===== src/rtl/vid_pin_sequencer.sv =====
module vid_pin_sequencer #(
  parameter int HALF_W     = 3,
  parameter int CNT_W      = 24,
  parameter int HOLD_MIN   = 7000,
  parameter int HOLD_MAX   = 1000000,
  parameter int SETTLE_MAX = 1000000
) (
  input  logic                clk,
  input  logic                rst_n,
  input  logic [2*HALF_W-1:0] code_in,
  input  logic                load,
  input  logic [CNT_W-1:0]    cfg_hold,
  input  logic [CNT_W-1:0]    cfg_settle,
  output logic [HALF_W-1:0]   vid_data,
  output logic                vid_sel,
  output logic                busy,
  output logic                done,
  output logic                ready
);
  localparam int CODE_W = 2 * HALF_W;
  localparam logic [CNT_W-1:0] HMIN = CNT_W'(HOLD_MIN);
  localparam logic [CNT_W-1:0] HMAX = CNT_W'(HOLD_MAX);
  localparam logic [CNT_W-1:0] SMAX = CNT_W'(SETTLE_MAX);
  localparam logic [CNT_W-1:0] ONE  = CNT_W'(1);

  typedef enum logic [1:0] {S_IDLE, S_LO, S_HI, S_SETTLE} state_t;

  state_t              st;
  logic [CODE_W-1:0]   code_q;
  logic [CNT_W-1:0]    hold_q, settle_q, cnt;
  logic [CNT_W-1:0]    hold_eff, settle_eff;
  logic                sel_q, done_q, ready_q;
  logic [HALF_W-1:0]   data_q;

  assign hold_eff   = (cfg_hold < HMIN) ? HMIN : (cfg_hold > HMAX) ? HMAX : cfg_hold;
  assign settle_eff = (cfg_settle == '0) ? ONE : (cfg_settle > SMAX) ? SMAX : cfg_settle;

  assign vid_data = data_q;
  assign vid_sel  = sel_q;
  assign busy     = (st != S_IDLE);
  assign done     = done_q;
  assign ready    = ready_q;

  always_ff @(posedge clk or negedge rst_n) begin
    if (!rst_n) begin
      st       <= S_IDLE;
      code_q   <= '0;
      hold_q   <= '0;
      settle_q <= '0;
      cnt      <= '0;
      sel_q    <= 1'b0;
      data_q   <= '0;
      done_q   <= 1'b0;
      ready_q  <= 1'b0;
    end else begin
      case (st)
        S_IDLE: if (load) begin
          code_q   <= code_in;
          hold_q   <= hold_eff;
          settle_q <= settle_eff;
          cnt      <= '0;
          sel_q    <= 1'b0;
          data_q   <= code_in[HALF_W-1:0];
          done_q   <= 1'b0;
          st       <= S_LO;
        end
        S_LO: if (cnt == hold_q - ONE) begin
          cnt    <= '0;
          sel_q  <= 1'b1;
          data_q <= code_q[CODE_W-1:HALF_W];
          st     <= S_HI;
        end else cnt <= cnt + ONE;
        S_HI: if (cnt == hold_q - ONE) begin
          cnt <= '0;
          st  <= S_SETTLE;
        end else cnt <= cnt + ONE;
        S_SETTLE: if (cnt == settle_q - ONE) begin
          cnt     <= '0;
          done_q  <= 1'b1;
          ready_q <= 1'b1;
          st      <= S_IDLE;
        end else cnt <= cnt + ONE;
        default: st <= S_IDLE;
      endcase
    end
  end
endmodule


===== config.mk =====
export PLATFORM = sky130hd
export DESIGN_NAME = vid_pin_sequencer
export DESIGN_NICKNAME = d
export VERILOG_FILES = /design/src/rtl/vid_pin_sequencer.sv
export SDC_FILE = /design/constraint.sdc
export NUM_CORES = 1
export LEC_CHECK = 0
export BUFFER_PORTS_ARGS = -buffer_cell sky130_fd_sc_hd__buf_4
export CORE_MARGIN = 2
export CORE_UTILIZATION = 45
export DETAILED_ROUTE_END_ITERATION = 12
export GPL_TIMING_DRIVEN = 0
export HOLD_SLACK_MARGIN = 0.08
export SYNTH_ARGS = -nofsm -noshare
export SYNTH_HDL_FRONTEND = slang
export SYNTH_SLANG_ARGS = --single-unit

===== constraint.sdc =====
create_clock -name clk -period 6.3 [get_ports clk]
set_input_delay 0.63 -clock clk [delete_from_list [all_inputs] [get_ports clk]]
set_output_delay 0.63 -clock clk [all_outputs]
set_load 0.005 [all_outputs]

==> results.sh <==
export IMPL_status="finished, final reports clean"
export IMPL_synth_area_leader_cell="dfrtp_1"
export IMPL_synth_yosys_seq_area_share=0.367
export IMPL_cts_resized=0
export IMPL_peakVddDrop_mv=0.112
export IMPL_path_class="reg2reg"
export IMPL_ys_seq_elements=83
export IMPL_grt_pass1_vias=5129
export IMPL_clock_sinks=83
export IMPL_hpwlAfterDp_um=11700
export IMPL_pin_count=64
export IMPL_hold_path_class="in2async"
export IMPL_critPathTopFamily="compound AO/OA/AOI/OAI gates"
export IMPL_grt_max_degree=84
export IMPL_clockBufferDepth=2
export IMPL_fin_crit_ns=4.51
export IMPL_gp_congestion=0.884
export IMPL_ant_nets=0
export IMPL_critPathLaunchType="register"
export IMPL_reg2reg_depth=11
export IMPL_wl_per_cell_um=16.9
export IMPL_finalCritPeriodShare=0.715
export IMPL_clk_latency_ns=0.35
export IMPL_crit_chain="clkbuf_1 > nor4_2 > nand3_1 > xnor2_1 > a2111oi_0 > nand4_1 > o41ai_2 > a2bb2oi_2 > clkbuf_1 > nand3b_1 > nand3_1"
export IMPL_drt_total_wl_um=15600
export IMPL_avgSynthCellArea_um2=8.40
export IMPL_synthFlopType="dfrtp_1"
export IMPL_grt_pass1_wl_um=25200
export IMPL_grt_ovfl_total=0
export IMPL_die_h_um=116
export IMPL_synth_yosys_warnings=0
export IMPL_pwr_share_comb=0.045
export IMPL_drt_first_pass_iters=4
export IMPL_synth_edf_count=0
export IMPL_fin_worst_skew_ns=0.00904
export IMPL_drc=0
export IMPL_power_frac_clock=0.483
export IMPL_nets=813
export IMPL_synth_top_area_frac=0.367
export IMPL_syn_num_nets=740
export IMPL_gr_usage_met1=0.305
export IMPL_post_cts_buffers=0
export IMPL_drv_slew=0
export IMPL_slew_limit_headroom=0.289
export IMPL_fmax_mhz=222
export IMPL_clk_pin_slew_ns=0.06
export IMPL_worst_path_max_delay_cell="a2111oi_0"
export IMPL_cts_root_buf="clkbuf_16"
export IMPL_hold_viol_final=0
export IMPL_initialDrtViolationCount=259
export IMPL_die_x_um=116
export IMPL_power_switching_mw=0.254
export IMPL_mostFrequentLayoutCell="dfrtp_1"
export IMPL_antenna_found_initial=0
export IMPL_ys_async_sr_fraction=1.00
export IMPL_final_util=0.547
export IMPL_htreeDepth=3
export IMPL_fp_dieArea_um2=13500
export IMPL_worst_endpoint_required_ns=6.54
export IMPL_ys_top_cells_by_area="dfrtp_1, xnor2_1, nand2_1"
export IMPL_swShare=0.224
export IMPL_path_max_fanout=10
export IMPL_ys_types=62
export IMPL_rows=40
export IMPL_use_met2=0.416
export IMPL_core_um2=12200
export IMPL_layout_common_cells="dfrtp_1, nand2_1, buf_4"
export IMPL_power_internal_mw=0.876
export IMPL_hold_buffers=0
export IMPL_path_buf_inv=2
export IMPL_cts_buffers=9
export IMPL_cpPeakStageDelay_ns=0.84
export IMPL_area_growth_pct=17.3
export IMPL_path_depth=11
export IMPL_rsz0062_at_grt="no"
export IMPL_cap_viol_max_count=0
export IMPL_cts_tree="yes"
export IMPL_tns_ns=0
export IMPL_antenna_cells=0
export IMPL_floorplan_initialDensity=0.466
export IMPL_synth_cell_area_um2=5670
export IMPL_vias=5210
export IMPL_syn_inst=675
export IMPL_p_per_area_nw_per_um2=170
export IMPL_use_met3=0.0301
export IMPL_via_per_inst=5.66
export IMPL_seqPwrFrac=0.472
export IMPL_crit_path_end_kind="register"
export IMPL_finalSetupViolations=0
export IMPL_tightest_slew_ns=1.07
export IMPL_grt_use_total=0.244
export IMPL_io_buffers=62
export IMPL_grt_busiest_layer="met2"
export IMPL_cp_arrival_ns=4.74
export IMPL_p_leak_nw=2.94
export IMPL_layout_drive_gt1_share=0.141
-- stage by stage --
step / total power, mW / cells / worst slack [ns] / hold slack, ns / instance area, um^2
final: 1.13 / 921 / 1.79 / 0.448 / 6650
after detailed placement: 0.595 / 905 / 1.99 / 0.459 / 6340
after floorplan: 0.550 / 675 / 2.98 / 0.334 / 5670
after global placement: 0.594 / 905 / 2.02 / 0.456 / 6340
after CTS: 1.14 / 921 / 1.98 / 0.460 / 6650
after global routing: 1.17 / 921 / 1.76 / 0.473 / 6650
-- routing by layer --
layer,up-vias,part of all wire
met5,-,0
met4,0,0.042
met3,37,0.048
met2,145,0.46
met1,2455,0.44
li1,2573,-
-- power by group through the flow --
stage / sequential [mW] / combinational (mW) / clock (mW)
after detailed placement: 0.543 / 0.0518 / 0
after global routing: 0.532 / 0.0570 / 0.577
after global placement: 0.543 / 0.0513 / 0
final: 0.533 / 0.0507 / 0.546
after floorplan: 0.543 / 0.00711 / 0
after CTS: 0.533 / 0.0521 / 0.558
-- cells by family (layout without fill, tap and decap cells) --
| logic type | count (synthesis) | after routing | share of synthesized area |
|---|---|---|---|
| AND/OR/NAND/NOR | 312 | 312 | 0.285 |
| XOR/XNOR | 61 | 61 | 0.0943 |
| multiplexers | 12 | 12 | 0.0230 |
| flip-flops | 83 | 83 | 0.367 |
| adder cells (fa/ha/maj) | 8 | 8 | 0.0177 |
| buffers and inverters | 61 | 139 | 0.0450 |
| AO/OA/AOI/OAI | 138 | 138 | 0.169 |
-- state kept, by name (all words and copies together), names as in the netlist --
| name | count |
|---|---|
| done | 1 |
| ready | 1 |
| st | 2 |
| vid_sel | 1 |
| vid_data | 3 |
| cnt | 24 |
| code_q | 3 |
| settle_q | 24 |
| hold_q | 24 |
-- synth_stat cells (10+ instances only) --
cell type	n
a211o_1	10
a21oi_1	23
a22o_1	15
and2_1	13
clkbuf_1	38
dfrtp_1	83
inv_1	17
nand2_1	81
nand3_1	24
nand4_1	15
nor2_1	58
nor3_1	26
nor4_1	18
o21ai_0	41
or3_1	16
or4_1	13
xnor2_1	35
xor2_1	26
-- worst paths after layout --
path                        startpoint           to  slack (ns)
setup / recovery           settle_q[2]      cnt[23]        1.79
hold / removal                   rst_n  settle_q[4]        0.45
setup reg to reg           settle_q[2]      cnt[23]        1.79
hold reg to reg                  ready        ready        0.48
max in group asynchronous        rst_n    hold_q[7]        5.14
min in group clk            code_in[4]    code_q[4]        0.47
-- cell type report --
cell class                 count  area (um^2)
clock inverter                 6         65.1
buffer                        44          191
timing repair buffer          62          465
sequential                    83         2080
inverter                      17         63.8
multi-input combinational    531         3330
tap                          168          210
clock buffer                  10          239
fill                        1186         5520
Power figures use the tool's default switching activity.
